==> src/rtl/perf_rate_pkg.sv <==
package perf_rate_pkg;
  localparam int CTRL_W = 16;
  localparam int MODE_W = 3;
  localparam int NDOM   = 4;
  localparam int DIV_W  = 6;

  typedef enum logic [MODE_W-1:0] {
    PM_BEST = 3'd0,
    PM_HIGH = 3'd1,
    PM_MID  = 3'd2,
    PM_LOW  = 3'd3,
    PM_LP   = 3'd4
  } perf_mode_e;

  // domain index: 0 cpu, 1 interconnect, 2 external memory, 3 fast bridge
  function automatic logic [DIV_W-1:0] period_of(input int dom, input logic [MODE_W-1:0] mode);
    int lvl;
    logic [DIV_W-1:0] p;
    case (mode)
      3'd0:    lvl = 3;
      3'd1:    lvl = 2;
      3'd2:    lvl = 1;
      default: lvl = 0;
    endcase
    p = DIV_W'(16);
    case (dom)
      0: case (lvl) 0: p = DIV_W'(16); 1: p = DIV_W'(4); 2: p = DIV_W'(2); default: p = DIV_W'(1); endcase
      1: case (lvl) 0: p = DIV_W'(32); 1: p = DIV_W'(8); default: p = DIV_W'(4); endcase
      2: case (lvl) 0: p = DIV_W'(16); 1: p = DIV_W'(4); default: p = DIV_W'(2); endcase
      default: p = (lvl == 0) ? DIV_W'(16) : DIV_W'(8);
    endcase
    return p;
  endfunction
endpackage

==> src/rtl/perf_mode_ctl.sv <==
module perf_mode_ctl
  import perf_rate_pkg::*;
#(
  parameter int LOCK_CYCLES = 64
) (
  input  logic              clk,
  input  logic              rst_n,
  input  logic              wr_vld,
  input  logic [MODE_W-1:0] wr_mode,
  output logic [MODE_W-1:0] mode_q,
  output logic [MODE_W-1:0] applied_q,
  output logic              locked
);
  localparam int LCW = $clog2(LOCK_CYCLES + 1);

  logic [LCW-1:0] lock_cnt;
  logic           change;

  assign change = wr_vld && (wr_mode != mode_q);
  assign locked = (lock_cnt == '0);

  always_ff @(posedge clk or negedge rst_n) begin
    if (!rst_n) begin
      mode_q    <= MODE_W'(PM_BEST);
      applied_q <= MODE_W'(PM_BEST);
      lock_cnt  <= '0;
    end else if (change) begin
      mode_q   <= wr_mode;
      lock_cnt <= LCW'(LOCK_CYCLES);
    end else if (lock_cnt != '0) begin
      lock_cnt <= lock_cnt - 1'b1;
      if (lock_cnt == LCW'(1)) applied_q <= mode_q;
    end
  end
endmodule

==> src/rtl/perf_strobe_div.sv <==
module perf_strobe_div
  import perf_rate_pkg::*;
#(
  parameter int DOM = 0
) (
  input  logic              clk,
  input  logic              rst_n,
  input  logic [MODE_W-1:0] mode_i,
  output logic              stb_o
);
  logic [DIV_W-1:0] per_q;
  logic [DIV_W-1:0] cnt_q;

  assign stb_o = (cnt_q == per_q - 1'b1);

  // period reloads only at a strobe, so an interval is never cut short
  always_ff @(posedge clk or negedge rst_n) begin
    if (!rst_n) begin
      cnt_q <= '0;
      per_q <= period_of(DOM, MODE_W'(PM_BEST));
    end else if (stb_o) begin
      cnt_q <= '0;
      per_q <= period_of(DOM, mode_i);
    end else begin
      cnt_q <= cnt_q + 1'b1;
    end
  end
endmodule

==> src/rtl/perf_rate_strobe.sv <==
module perf_rate_strobe
  import perf_rate_pkg::*;
#(
  parameter int               LOCK_CYCLES = 64,
  parameter logic [CTRL_W-1:0] CTRL_FIXED = 16'h5A00
) (
  input  logic              clk,
  input  logic              rst_n,
  input  logic              reg_we,
  input  logic              reg_addr,
  input  logic [CTRL_W-1:0] reg_wdata,
  output logic [CTRL_W-1:0] reg_rdata,
  output logic              cpu_stb,
  output logic              icn_stb,
  output logic              mem_stb,
  output logic              fbr_stb
);
  logic [MODE_W-1:0] mode_q;
  logic [MODE_W-1:0] applied_q;
  logic              locked;
  logic [NDOM-1:0]   stb;

  perf_mode_ctl #(.LOCK_CYCLES(LOCK_CYCLES)) u_ctl (
    .clk       (clk),
    .rst_n     (rst_n),
    .wr_vld    (reg_we && !reg_addr),
    .wr_mode   (reg_wdata[MODE_W-1:0]),
    .mode_q    (mode_q),
    .applied_q (applied_q),
    .locked    (locked)
  );

  for (genvar d = 0; d < NDOM; d++) begin : g_dom
    perf_strobe_div #(.DOM(d)) u_div (
      .clk    (clk),
      .rst_n  (rst_n),
      .mode_i (applied_q),
      .stb_o  (stb[d])
    );
  end

  assign cpu_stb = stb[0];
  assign icn_stb = stb[1];
  assign mem_stb = stb[2];
  assign fbr_stb = stb[3];

  assign reg_rdata = reg_addr ? {{(CTRL_W-1){1'b0}}, locked}
                              : {CTRL_FIXED[CTRL_W-1:MODE_W], mode_q};
endmodule

==> config.mk <==
export PLATFORM = sky130hd
export DESIGN_NAME = perf_rate_strobe
export DESIGN_NICKNAME = d
export VERILOG_FILES = /design/src/rtl/perf_rate_pkg.sv /design/src/rtl/perf_mode_ctl.sv /design/src/rtl/perf_strobe_div.sv /design/src/rtl/perf_rate_strobe.sv
export SDC_FILE = /design/constraint.sdc
export NUM_CORES = 1
export LEC_CHECK = 0
export ABC_AREA = 1
export BUFFER_PORTS_ARGS = -buffer_cell sky130_fd_sc_hd__buf_2
export CORE_ASPECT_RATIO = 1.25
export CORE_MARGIN = 8
export CORE_UTILIZATION = 57
export DETAILED_ROUTE_END_ITERATION = 8
export HOLD_SLACK_MARGIN = 0.02
export PLACE_DENSITY = 0.78
export SLEW_MARGIN = 20
export SYNTH_ARGS = -nofsm -noshare
export SYNTH_HDL_FRONTEND = slang
export SYNTH_SLANG_ARGS = --single-unit
==> constraint.sdc <==
create_clock -name clk -period 2.1 [get_ports clk]
set_input_delay 0.105 -clock clk [delete_from_list [all_inputs] [get_ports clk]]
set_output_delay 0.105 -clock clk [all_outputs]
set_load 0.01 [all_outputs]
# Word-level counts from Yosys, hierarchy flattened
# Index checks and enable logic that the tools add are counted.
[totals]
register_bits = 61
latch_bits = 0
ram_bits = 0
rom_bits = 0
input_bits = 20
out_inout_bits = 20
word_cells = 61
mem_count = 0
[classes]
add_sub_neg = 9
n_mul = 0
n_div = 0
order_cmp = 0
n_eq_ne = 12
shifts = 0
n_mux = 16
bitwise_logic = 1
reduce_logical = 12
[op_table]
columns = ["cell", "count"]
rows = [
  ["$logic_not A32 Y1", 4],
  ["$mux W32", 4],
  ["$eq A32 B1 Y1 const B", 3],
  ["$eq A32 B2 Y1 const B", 1],
  ["$add A6 B1 Y6 const B", 4],
  ["$eq A6 B6 Y1", 4],
  ["$mux W6", 4],
  ["$sub A6 B1 Y6 const B", 4],
  ["$mux W15", 1],
  ["$pmux W5 S3", 1],
  ["$mux W7", 2],
  ["$pmux W6 S2", 1],
  ["$pmux W5 S2", 1],
  ["$eq A7 B1 Y1 const B", 1],
  ["$logic_not A7 Y1", 1],
  ["$reduce_bool A7 Y1", 1],
  ["$sub A7 B1 Y7 const B", 1],
  ["$pmux W2 S3", 1],
  ["$mux W5", 1],
  ["$eq A3 B1 Y1 const B", 1],
  ["$eq A3 B2 Y1 const B", 1],
  ["$logic_not A3 Y1", 1],
  ["$ne A3 B3 Y1", 1],
  ["$reduce_and A3 Y1", 1],
  ["other kinds (4)", 5],
]

# Logic depth before layout (Yosys ltp)
[depth]
word_depth = 5
depth_mapped = 12
depth_no_buf = 12

# Cells and area by module
# A second synthesis with hierarchy kept.
[hier_totals]
cells_unflattened = 443
area_unflattened_um2 = 3299.4
[modules_own_cells]
columns = ["module", "n_inst", "cells_each", "area_each_um2", "seq_area_each_um2"]
rows = [
  ["perf_mode_ctl", 1, 91, 737.0, 325.3],
  ["perf_strobe_div at g_dom[0].u_div", 1, 99, 711.9, 251.5],
  ["perf_strobe_div at g_dom[2].u_div", 1, 92, 640.6, 226.5],
  ["perf_strobe_div at g_dom[1].u_div", 1, 73, 574.3, 226.5],
  ["perf_strobe_div at g_dom[3].u_div", 1, 65, 504.2, 201.4],
  ["perf_rate_strobe", 1, 23, 131.4, 0.0],
]

# Least setup slack after synthesis
# No wires, ideal clock.
[synth_timing]
path_type = "reg-to-reg"
start = "register g_dom[0].u_div.per_q[0]"
end = "register g_dom[0].u_div.cnt_q[2]"
setup_time_ps = 121
arrival_time_ps = 1695
required_time_ps = 1979
setup_slack_ps = 285
stages_incl_launch_ff = 12
path_buffers = 0
synth_period_minus_slack_ps = 1815
cell_sequence = "dfstp_2 inv_1 ha_1 ha_1 nand2_1 inv_1 nor2_1 nand3_2 nor2_4 nand2_4 inv_6 nor2_2"
[synth_via]
elab_chain_len = 3
[synth_rtl]
columns = ["item", "line_no", "text"]
rows = [
  ["start, declared", "perf_strobe_div.sv:11", "logic [DIV_W-1:0] per_q;"],
  ["start signal, assigned", "perf_strobe_div.sv:20", "per_q <= period_of(DOM, MODE_W'(PM_BEST));"],
  ["start signal, assigned", "perf_strobe_div.sv:23", "per_q <= period_of(DOM, mode_i);"],
  ["$sub A6 B1 Y6", "perf_strobe_div.sv:14", "assign stb_o = (cnt_q == per_q - 1'b1);"],
  ["$eq A6 B6 Y1", "perf_strobe_div.sv:14", ""],
  ["net cpu_stb", "perf_rate_strobe.sv:13", "output logic cpu_stb,"],
  ["$mux W6", "perf_strobe_div.sv:21", "end else if (stb_o) begin"],
  ["end signal, assigned", "perf_strobe_div.sv:25", "cnt_q <= cnt_q + 1'b1;"],
  ["end, declared", "perf_strobe_div.sv:12", "logic [DIV_W-1:0] cnt_q;"],
]
# The timed path passes the listed nets, and every way through them passes these cells.
# A chain may end at the register's enable or synchronous reset.

# Worst setup path in the final report
[layout_timing]
start = "register g_dom[0].u_div.per_q[0]"
end = "output port cpu_stb"
[layout_via]
elab_chain_len = 2
[layout_rtl]
columns = ["item", "line_no"]
rows = [
  ["$sub A6 B1 Y6", "perf_strobe_div.sv:14"],
  ["$eq A6 B6 Y1", "perf_strobe_div.sv:14"],
  ["end, declared", "perf_rate_strobe.sv:13"],
]
# Every way passes these cells.

==> metrics.cfg <==
[critical_path]
crit_path_max_fanout=3
required_ns=2.00
path_cells=inv_4 > ha_4 > ha_4 > nor2_4 > nor2_2 > nand3_2 > nor2_4 > nand2_4 > clkinv_4 > buf_6
worstReg2RegEnd=g_dom[0].u_div.per_q[1]
slowest_delay_ns=0.56
cp-start-kind=flip-flop
r2r-start=g_dom[0].u_div.per_q[0]
rr_worst_depth=12
endpoint_kind=output pin
arrival_ns=1.93
crit_slowest_cell=dfstp_2
path_class=reg -> out
r2r_slack_ns=0.15

[yosys]
synthCells=351
synth_area_um2=2820
async_flop_share=1.00
ys.flop_type=dfrtp_1
synth-seq-cells=49
yosys.area_share.xor_xnor=0.0622
synth_edf_count=0
synth-seq-area-share=0.437
yosysWarnings=0
synth_top_area_share=0.400
synthMuxAreaShare=0
synthSimpleGateAreaFrac=0.283
syn_avg_cell_area_um2=8.02
yosysTopAreaCell=dfrtp_1
yosysUniqueCellTypes=33
synth_compound_area_frac=0.0342
synth_top_family_by_area=simple AND/OR/NAND/NOR gates
synth_top_cells_by_area=dfrtp_1, nand2_1, inv_1
synth_fa_ha_area_frac=0.0578

[cells_and_area]
fin_area_um2=3230
diodes=0
final_util=0.679
finalNetCount=418
fin_cells=446
area_growth_pct=14.8
drive_gt1_frac=0.212

[drt]
firstDrtPassIters=4
drc=0
drt_iter0_drc=73
num_vias=2187
routedWlPerCell_um=11.5
vias_per_cell=4.90
wirelength_mm=5.12
ant_nets=0

[status]
status=completed

[power_and_ir_drop]
ir_worst_vdd_uv=793
leakagePower_nw=1.71
p_per_area_nw_per_um2=679

[placement]
dp_cells=424
port_buffers=17
post_dp_cell_area_um2=2920
place.gp.congestion=0.796
dp_hpwl_mm=3.71

[grt]
overflow=0
grt_usage=0.151
grt_pass1_vias=2259
antenna_found_initial=0
grt_pass1_wl_mm=9.14
grt_max_degree=22

[worst_hold_path]
whs_endpoint=u_ctl.mode_q[0]
worstHoldStart=reg_wdata[0]
hold_path.class=in -> reg
min_delay_path_depth=3

[timing]
fin_worst_skew_ns=0.00964
slew_viol_final=0
rsz0062_at_grt=yes
max_freq_mhz=491
hold_viol=0
fin_crit_ns=2.04
period_share=0.970
worst_pin_slew_ns=0.487
setup_viol=0
slew_headroom=0.672
setup_tns_ns=0

[clock_tree]
cts_tree=done
clock_sinks=49
h-tree-depth=2
clk_path_buf_depth=2
cts_buffers=5
insertion_delay_ns=0.30
cts.clk_slew.worst_paths_ns=0.09
cts_root_buffer=clkbuf_8

[die]
core_um2=4760
initial_utilization=0.591
pin_count=40
die_h_um=94.6
die-area_um2=7460
fp-row-count=28
die-width_um=78.9

[flow_run]
maxCapViolCount=0

==> metal layers <==
layer	vias to the layer above	track usage	routed length (um)
met5	-	0	0
met4	0	0.0526	62
met1	1021	0.163	2260
met2	34	0.276	2640
met3	5	0.0390	157
li1	1127	-	-
==> timing repair <==
item                                    CTS  global route
pin swaps                                 7             7
gates resized for setup                  11            12
hold buffers                              1             0
cloned                                    0             0
setup buffers                             7             6
endpoints found under the setup margin    3             4
hold endpoints to repair                 17             0
==> final cells by class <==
class	count	area [um^2]
clock buffer	7	96.3
clock inverter	1	5.00
fill	380	1530
inverter	64	253
multi-input combinational	232	1350
sequential	49	1230
tap	60	75.1
timing repair buffer	33	220
==> Yosys cell counts (all sizes together) (2+ instances only) <==
master and instances:
nand2 83, nand4 6, o21ai 12, inv 63, dfstp 4, dfrtp 45
or2 2, xnor2 9, buf 14, nand3 36, a21oi 3, nor2 38
nor3 6, ha 13, xor2 11
==> flip-flops by register name (all words and copies together), names as in the netlist <==
name	cells
u_ctl.applied_q	3
g_dom.u_div.cnt_q	24
g_dom.u_div.per_q	12
u_ctl.mode_q	3
u_ctl.lock_cnt	7
==> cell families (layout without fill, tap and decap cells) <==
| kind of cell | after synthesis | after routing |
|---|---|---|
| compound gates | 17 | 17 |
| other cells | 1 | 9 |
| fa+ha+maj | 13 | 13 |
| simple gates | 173 | 173 |
| buf+inv | 78 | 105 |
| flops | 49 | 49 |
| xor+xnor | 20 | 20 |
==> through the flow <==
step | hold slack, ns | total power, mW | setup WS (ns)
3_5_place_dp | 0.0860 | 1.61 | 0.0968
5_1_grt | 0.0411 | 2.35 | -0.00985
4_1_cts | 0.0237 | 2.22 | 0.0231
2_1_floorplan | -0.191 | 1.50 | 0.285
6_report | 0.0263 | 2.20 | 0.0626
3_3_place_gp | 0.0786 | 1.58 | 0.142
==> cell usage in the layout (no fill, tap or decap), types with 6 or more instances in the layout <==
cell and n:
nand2_1 77, inv_1 57, dfrtp_1 45, nand3_1 34, nor2_1 27, buf_2 15, buf_4 15, xor2_1 11
xnor2_1 9, ha_1 9, conb_1 9, nor2_2 8, clkbuf_8 7, o21ai_0 6, nand4_1 6
==> how the worst max path moves through the flow <==
stage | start | end | slack (ns)
after floorplan | g_dom[0].u_div.per_q[0] | g_dom[0].u_div.cnt_q[2] | 0.28
after global placement | g_dom[0].u_div.per_q[0] | cpu_stb | 0.14
after detailed placement | g_dom[0].u_div.per_q[0] | cpu_stb | 0.1
after CTS | g_dom[0].u_div.per_q[0] | cpu_stb | 0.02
after global routing | g_dom[0].u_div.per_q[0] | cpu_stb | -0.01
final | g_dom[0].u_div.per_q[0] | cpu_stb | 0.06
==> power breakdown <==
part | switching, mW | internal, mW
Sequential | 0.0704 | 1.03
Clock | 0.304 | 0.298
Combinational | 0.312 | 0.184
Total | 0.686 | 1.51
==> worst max-delay path, delay by kind of cell (launching register included) <==
kind	cells	cell delay, ns
simple gates	5	0.45
flops	1	0.56
buf+inv	3	0.20
fa+ha+maj	2	0.43
(Power assumes the default switching activity.)
